==> config.mk <==
export PLATFORM = sky130hd
export DESIGN_NAME = slot_reset_seq
export DESIGN_NICKNAME = d
export VERILOG_FILES = /design/src/rtl/slot_seq_pkg.sv /design/src/rtl/slot_seq_timer.sv /design/src/rtl/slot_seq_fsm.sv /design/src/rtl/slot_reset_seq.sv
export SDC_FILE = /design/constraint.sdc
export NUM_CORES = 1
export LEC_CHECK = 0
export BUFFER_PORTS_ARGS = -buffer_cell sky130_fd_sc_hd__buf_2
export CAP_MARGIN = 20
export CORE_MARGIN = 2
export CORE_UTILIZATION = 65
export DETAILED_ROUTE_END_ITERATION = 10
export MAX_ROUTING_LAYER = met4
export PLACE_DENSITY = 0.83
export SYNTH_ARGS = -nofsm -noshare
export SYNTH_HDL_FRONTEND = slang
export SYNTH_SLANG_ARGS = --single-unit
export TNS_END_PERCENT = 5
==> constraint.sdc <==
create_clock -name clk -period 4.45 [get_ports clk]
set_input_delay 0.2225 -clock clk [delete_from_list [all_inputs] [get_ports clk]]
set_output_delay 0.2225 -clock clk [all_outputs]
set_load 0.03 [all_outputs]
==> src/rtl/slot_seq_pkg.sv <==
package slot_seq_pkg;

    localparam int SPEED_W = 3;
    localparam logic [SPEED_W-1:0] SPEED_CODE_5G = 3'd2;

    typedef enum logic [2:0] {
        ST_IDLE,
        ST_PWR_UP,
        ST_CLK_HOLD,
        ST_LINK_WAIT,
        ST_SETTLE,
        ST_READY,
        ST_FAULT
    } seq_state_e;

    typedef struct packed {
        logic pwr_en;
        logic refclk_en;
        logic perst_n;
        logic cfg_ready;
        logic err;
    } seq_out_t;

    function automatic logic speed_is_fast(input logic [SPEED_W-1:0] code);
        return code > SPEED_CODE_5G;
    endfunction

    function automatic int unsigned max_of(input int unsigned a, input int unsigned b);
        return (a > b) ? a : b;
    endfunction

    function automatic seq_out_t decode_outputs(input seq_state_e s);
        seq_out_t o;
        o = '0;
        case (s)
            ST_PWR_UP:    o.pwr_en = 1'b1;
            ST_CLK_HOLD:  begin o.pwr_en = 1'b1; o.refclk_en = 1'b1; end
            ST_LINK_WAIT,
            ST_SETTLE:    begin o.pwr_en = 1'b1; o.refclk_en = 1'b1; o.perst_n = 1'b1; end
            ST_READY:     begin o.pwr_en = 1'b1; o.refclk_en = 1'b1; o.perst_n = 1'b1; o.cfg_ready = 1'b1; end
            ST_FAULT:     begin o.pwr_en = 1'b1; o.refclk_en = 1'b1; o.err = 1'b1; end
            default:      o = '0;
        endcase
        return o;
    endfunction

endpackage

==> src/rtl/slot_seq_timer.sv <==
module slot_seq_timer #(
    parameter int unsigned CW = 8
) (
    input  logic          clk,
    input  logic          rst,
    input  logic          clr,
    input  logic [CW-1:0] limit,
    output logic          done
);
    logic [CW-1:0] cnt_q;

    always_ff @(posedge clk) begin
        if (rst || clr) begin
            cnt_q <= '0;
        end else if (cnt_q < limit) begin
            cnt_q <= cnt_q + CW'(1);
        end
    end

    assign done = (cnt_q >= limit);
endmodule

==> src/rtl/slot_seq_fsm.sv <==
module slot_seq_fsm
    import slot_seq_pkg::*;
(
    input  logic       clk,
    input  logic       rst,
    input  logic       start_req,
    input  logic       pwr_good,
    input  logic       link_active,
    input  logic       fast_port,
    input  logic       pwr_done,
    input  logic       clk_done,
    input  logic       ph_done,
    output seq_state_e state_q
);
    seq_state_e nxt;
    logic       pwr_seen;

    // Power-good has been observed once the machine is past the power-up step.
    assign pwr_seen = (state_q != ST_IDLE) && (state_q != ST_PWR_UP);

    always_comb begin
        nxt = state_q;
        case (state_q)
            ST_IDLE:      if (start_req) nxt = ST_PWR_UP;
            ST_PWR_UP:    if (pwr_good) nxt = ST_CLK_HOLD;
            ST_CLK_HOLD:  if (pwr_done && clk_done)
                              nxt = fast_port ? ST_LINK_WAIT : ST_SETTLE;
            ST_LINK_WAIT: begin
                if (link_active)  nxt = ST_SETTLE;
                else if (ph_done) nxt = ST_FAULT;
            end
            ST_SETTLE:    if (ph_done) nxt = ST_READY;
            default:      nxt = state_q;
        endcase
        // Abort paths take priority over every forward step.
        if (!start_req || (pwr_seen && !pwr_good)) begin
            nxt = ST_IDLE;
        end
    end

    always_ff @(posedge clk) begin
        if (rst) state_q <= ST_IDLE;
        else     state_q <= nxt;
    end
endmodule

==> src/rtl/slot_reset_seq.sv <==
module slot_reset_seq
    import slot_seq_pkg::*;
#(
    parameter int unsigned PWR_WAIT_CYC   = 10_000_000,
    parameter int unsigned PWR_MARGIN_CYC = 0,
    parameter int unsigned CLK_WAIT_CYC   = 10_000,
    parameter int unsigned CLK_MARGIN_CYC = 0,
    parameter int unsigned LINK_TMO_CYC   = 10_000_000,
    parameter int unsigned SETTLE_CYC     = 10_000_000
) (
    input  logic               clk,
    input  logic               rst,
    input  logic               start_req,
    input  logic               pwr_good,
    input  logic               clk_stable,
    input  logic               link_active,
    input  logic [SPEED_W-1:0] max_speed,
    output logic               pwr_en,
    output logic               refclk_en,
    output logic               perst_n,
    output logic               cfg_ready,
    output logic               seq_err
);
    localparam int unsigned PWR_LIM = PWR_WAIT_CYC + PWR_MARGIN_CYC;
    localparam int unsigned CLK_LIM = CLK_WAIT_CYC + CLK_MARGIN_CYC;
    localparam int unsigned MAX_LIM = max_of(max_of(PWR_LIM, CLK_LIM),
                                             max_of(LINK_TMO_CYC, SETTLE_CYC));
    localparam int unsigned CW      = $clog2(MAX_LIM + 1);
    localparam int unsigned NWIN    = 2;

    seq_state_e state_q;
    seq_out_t   outs;

    logic [NWIN-1:0] win_clr;
    logic [NWIN-1:0] win_done;
    logic [CW-1:0]   win_lim [NWIN];

    logic          ph_clr;
    logic          ph_done;
    logic [CW-1:0] ph_lim;

    assign outs = decode_outputs(state_q);

    // Window 0: power settling, runs while power is enabled and good.
    // Window 1: clock settling, runs while the clock is enabled and stable.
    assign win_clr[0] = !(outs.pwr_en && pwr_good);
    assign win_clr[1] = !(outs.refclk_en && clk_stable);
    assign win_lim[0] = CW'(PWR_LIM);
    assign win_lim[1] = CW'(CLK_LIM);

    for (genvar i = 0; i < NWIN; i++) begin : g_win
        slot_seq_timer #(.CW(CW)) u_win (
            .clk   (clk),
            .rst   (rst),
            .clr   (win_clr[i]),
            .limit (win_lim[i]),
            .done  (win_done[i])
        );
    end

    // Post-release phase timer: timeout while waiting for the link, then the
    // settle wait. It restarts when the link arrives.
    assign ph_clr = !((state_q == ST_LINK_WAIT) || (state_q == ST_SETTLE))
                    || ((state_q == ST_LINK_WAIT) && link_active);
    assign ph_lim = (state_q == ST_LINK_WAIT) ? CW'(LINK_TMO_CYC) : CW'(SETTLE_CYC);

    slot_seq_timer #(.CW(CW)) u_phase (
        .clk   (clk),
        .rst   (rst),
        .clr   (ph_clr),
        .limit (ph_lim),
        .done  (ph_done)
    );

    slot_seq_fsm u_fsm (
        .clk         (clk),
        .rst         (rst),
        .start_req   (start_req),
        .pwr_good    (pwr_good),
        .link_active (link_active),
        .fast_port   (speed_is_fast(max_speed)),
        .pwr_done    (win_done[0]),
        .clk_done    (win_done[1]),
        .ph_done     (ph_done),
        .state_q     (state_q)
    );

    assign pwr_en    = outs.pwr_en;
    assign refclk_en = outs.refclk_en;
    assign perst_n   = outs.perst_n;
    assign cfg_ready = outs.cfg_ready;
    assign seq_err   = outs.err;
endmodule

==> impl_metrics.env <==
export IMPL_run_status="finished, final reports clean"
export IMPL_startpoint_type="flip-flop"
export IMPL_yosys_area_share_xor_xnor=0.119
export IMPL_maxSlewHeadroom=0.413
export IMPL_finalClockSkew_ns=0.00710
export IMPL_synth_net_count=432
export IMPL_global_route_wire_length_before_repair_um=11300
export IMPL_leakage_nw=1.25
export IMPL_min_from="rst"
export IMPL_hold_class="in -> reg"
export IMPL_tritoncts_num_buffers=9
export IMPL_dp_final_hpwl_um=4430
export IMPL_depth_of_the_worst_hold_timing_path=4
export IMPL_timing_final_max_slew_violations=0
export IMPL_post_synth_cell_area_avg_um2=8.49
export IMPL_combinational_family_with_the_most_area_after_synthesis="simple AND/OR/NAND/NOR gates"
export IMPL_gpl_final_weighted_congestion=0.837
export IMPL_floorplan_die_height_um=77.8
export IMPL_detail_route_first_pass_iterations=4
export IMPL_synth_compound_gate_area_share=0.0862
export IMPL_worst_ep_required_time_ns=4.65
export IMPL_floorplan_initialDensity=0.685
export IMPL_final_area_um2=3860
export IMPL_dominantRegCellSynth="sky130_fd_sc_hd__dfxtp_1"
export IMPL_clk_slew_on_worst_s_h_paths_ns=0.08
export IMPL_final_period_utilization=0.554
export IMPL_residual_drc=0
export IMPL_antenna_violations_before_repair=0
export IMPL_layout_area_overhead_vs_synth_pct=8.94
export IMPL_post_route_cells_drive_above_1_share=0.0947
export IMPL_ff2ff_setup_slack_ns=1.98
export IMPL_grtUsageTotal=0.238
export IMPL_largest_fanout_on_the_critical_path=15
export IMPL_synth_warnings=0
export IMPL_cts_tree="yes"
export IMPL_power_ir_vdd_worst_mv=0.292
export IMPL_fp_row_count=26
export IMPL_clockRootBuffer="sky130_fd_sc_hd__clkbuf_8"
export IMPL_min_delay_worst_endpoint="u_fsm.state_q[0]$_SDFFE_PP0P_"
export IMPL_synth_edff_count=0
export IMPL_worstSetupEndpointType="flip-flop"
export IMPL_cp_arrival_ns=2.67
export IMPL_i_o_buffers=13
export IMPL_num_io_pins=14
export IMPL_timing_final_setup_violations=0
export IMPL_post_cts_hold_buffer_count=0
export IMPL_initialDrtViolationCount=123
export IMPL_unrepaired_setup_endpoints_after_global_routing="no"
export IMPL_design_final_nets=443
export IMPL_synth_simple_gate_area_share=0.303
export IMPL_grt_pass1_vias=2587
export IMPL_synth_async_sr_flop_share=0
export IMPL_synthCells=417
export IMPL_finalCriticalPeriod_ns=2.47
export IMPL_final_hold_violation_count=0
export IMPL_post_route_wl_um=6550
export IMPL_worst_pin_slew_ns=0.878
export IMPL_num_antenna_cells=0
export IMPL_cts_max_level=3
export IMPL_cell_area_after_synthesis_um2=3540
export IMPL_r2r_end="g_win[0].u_win.cnt_q[7]$_SDFFE_PP0N_"
export IMPL_insertion_delay_ns=0.34
export IMPL_die_x_um=77.8
export IMPL_yosys_area_share_adder=0.0212
export IMPL_floorplan_die_area_um2=6050
export IMPL_clock_sinks=75
export IMPL_dpl_cell_area_um2=3630
export IMPL_grt_busiest_layer="met2"
export IMPL_area_of_the_core_um2=5170
export IMPL_routed_wire_length_per_instance_um=13.0
export IMPL_synth_mux_area_frac=0.00848
export IMPL_maximum_number_of_pins_on_one_net_before_global_route_repair=25
export IMPL_max_freq_mhz=406
export IMPL_use_met1=0.290
export IMPL_cts_repair_resize_count=0
export IMPL_cts_setup_buffers=0
export IMPL_worstReg2RegStart="g_win[0].u_win.cnt_q[14]$_SDFFE_PP0N_"
export IMPL_fillerInstances=391
export IMPL_synth_yosys_seq_area_share=0.424
export IMPL_power_density_nw_per_um2=330
export IMPL_fin_setup_tns_ns=0
export IMPL_synth_cell_type_count=47
export IMPL_ys_ff_latch=75
export IMPL_critPathKind="reg -> reg"
export IMPL_cts_buffer_depth=2
export IMPL_reg2regPathDepth=7
export IMPL_routing_usage_on_met2=0.388
export IMPL_grt_met3_usage=0.0500
export IMPL_via_count=2837
export IMPL_max_cap_viols=0
export IMPL_overflow=0
export IMPL_drt_vias_per_instance=5.64
export IMPL_antenna_violating_nets_left=0
-- area by class of cell --
cell class                 count  area [um2]  share of cell area
inverter                      17        63.8              0.0165
sequential                    75        1500               0.389
timing repair buffer          15        77.6              0.0201
clock buffer                   9         124              0.0321
clock inverter                 7        98.8              0.0256
tap                           70        87.6              0.0227
multi-input combinational    310        1900               0.494
-- cell usage after synthesis, types with 2 or more instances --
cell type	count	area (um2)
sky130_fd_sc_hd__dfxtp_1	75	1500
sky130_fd_sc_hd__nor2_1	73	274
sky130_fd_sc_hd__xnor2_1	37	324
sky130_fd_sc_hd__nand3_1	22	110
sky130_fd_sc_hd__nand2_1	19	71.3
sky130_fd_sc_hd__a21oi_1	18	90.1
sky130_fd_sc_hd__nor3_1	18	90.1
sky130_fd_sc_hd__inv_1	17	63.8
sky130_fd_sc_hd__o21ai_0	15	75.1
sky130_fd_sc_hd__clkbuf_1	13	48.8
sky130_fd_sc_hd__and2_1	11	68.8
sky130_fd_sc_hd__nand4_1	11	68.8
sky130_fd_sc_hd__xor2_1	11	96.3
sky130_fd_sc_hd__and3_1	10	62.6
sky130_fd_sc_hd__or3_1	7	43.8
sky130_fd_sc_hd__ha_1	6	75.1
sky130_fd_sc_hd__nor4_1	6	37.5
sky130_fd_sc_hd__nor3b_1	5	37.5
sky130_fd_sc_hd__or4_1	4	30.0
sky130_fd_sc_hd__and4_1	3	26.3
sky130_fd_sc_hd__mux2i_1	3	30.0
sky130_fd_sc_hd__nor2b_1	3	18.8
sky130_fd_sc_hd__nor4b_1	3	26.3
sky130_fd_sc_hd__a211oi_1	2	15.0
sky130_fd_sc_hd__buf_6	2	22.5
sky130_fd_sc_hd__nand3b_1	2	15.0
-- cell usage in the layout, fill, tap and decap left out, types with 2 or more instances in the layout --
cell type / count
sky130_fd_sc_hd__nor2_1: 73
sky130_fd_sc_hd__nor3b_1: 5
sky130_fd_sc_hd__or4_1: 4
sky130_fd_sc_hd__a211oi_1: 2
sky130_fd_sc_hd__dfxtp_1: 75
sky130_fd_sc_hd__nor2b_1: 3
sky130_fd_sc_hd__inv_1: 17
sky130_fd_sc_hd__nand3b_1: 2
sky130_fd_sc_hd__bufinv_16: 2
sky130_fd_sc_hd__and3_1: 10
sky130_fd_sc_hd__and2_1: 11
sky130_fd_sc_hd__nor4_1: 6
sky130_fd_sc_hd__nand4_1: 11
sky130_fd_sc_hd__nand2_1: 19
sky130_fd_sc_hd__inv_6: 2
sky130_fd_sc_hd__clkbuf_8: 9
sky130_fd_sc_hd__a21oi_1: 18
sky130_fd_sc_hd__xnor2_1: 37
sky130_fd_sc_hd__nor4b_1: 3
sky130_fd_sc_hd__and4_1: 3
sky130_fd_sc_hd__mux2i_1: 3
sky130_fd_sc_hd__o21ai_0: 15
sky130_fd_sc_hd__nand3_1: 22
sky130_fd_sc_hd__ha_1: 6
sky130_fd_sc_hd__nor3_1: 18
sky130_fd_sc_hd__or3_1: 7
sky130_fd_sc_hd__xor2_1: 11
sky130_fd_sc_hd__buf_2: 13
-- how the worst max path moves through the flow --
stage          depth (start not counted)  slack [ns]                               endpoint                                   from
2_1_floorplan                          7        2.46  g_win[0].u_win.cnt_q[21]$_SDFFE_PP0N_  g_win[0].u_win.cnt_q[15]$_SDFFE_PP0N_
5_1_grt                                7        1.77          u_fsm.state_q[2]$_SDFFE_PP0P_  g_win[0].u_win.cnt_q[17]$_SDFFE_PP0N_
6_report                               7        1.98   g_win[0].u_win.cnt_q[7]$_SDFFE_PP0N_  g_win[0].u_win.cnt_q[14]$_SDFFE_PP0N_
3_3_place_gp                           7        2.14   g_win[0].u_win.cnt_q[7]$_SDFFE_PP0N_  g_win[0].u_win.cnt_q[15]$_SDFFE_PP0N_
3_5_place_dp                           7        2.06   g_win[0].u_win.cnt_q[7]$_SDFFE_PP0N_  g_win[0].u_win.cnt_q[15]$_SDFFE_PP0N_
4_1_cts                                7        1.98   g_win[0].u_win.cnt_q[7]$_SDFFE_PP0N_  g_win[0].u_win.cnt_q[14]$_SDFFE_PP0N_
-- power breakdown --
part	internal (mW)	total [mW]	switching [mW]
sequential	0.672	0.675	0.00363
clock	0.319	0.576	0.256
combinational	0.00906	0.0227	0.0137
total	1.00	1.27	0.274
-- layer usage --
layer | part of all wire | routed length (um)
met1 | 0.47 | 3100
met2 | 0.48 | 3130
met3 | 0.035 | 229
met4 | 0.014 | 89
met5 | 0 | 0
-- metrics by stage --
step	instances	hold WS [ns]	setup WS (ns)	utilization	total power, mW
global placement	486	0.443	2.14	0.702	0.713
finish	503	0.298	1.98	0.746	1.27
floorplan	417	0.430	2.46	-	0.706
detailed placement	486	0.445	2.06	0.702	0.713
CTS	502	0.271	1.98	0.745	1.28
global route	503	0.315	1.77	0.746	1.31
-- critical path: stages (launching register included) --
cell,delay [ns]
sky130_fd_sc_hd__dfxtp_1,0.35
sky130_fd_sc_hd__or4_1,0.53
sky130_fd_sc_hd__nor4_1,0.30
sky130_fd_sc_hd__a211oi_2,0.28
sky130_fd_sc_hd__buf_4,0.27
sky130_fd_sc_hd__nor4b_1,0.37
sky130_fd_sc_hd__xnor2_1,0.17
sky130_fd_sc_hd__nor2_1,0.05
-- cells by family after synthesis --
logic type               Yosys count
multiplexers                       3
XOR/XNOR                          48
AO/OA/AOI/OAI                     48
flip-flops                        75
AND/OR/NAND/NOR                  205
adder cells (fa/ha/maj)            6
buffers and inverters             32
-- sequential cells by signal, indices dropped and copies added (netlist names) --
name	count
u_fsm.state_q	3
g_win.u_win.cnt_q	48
u_phase.cnt_q	24
Note: power is estimated with default switching activity, not from simulation.
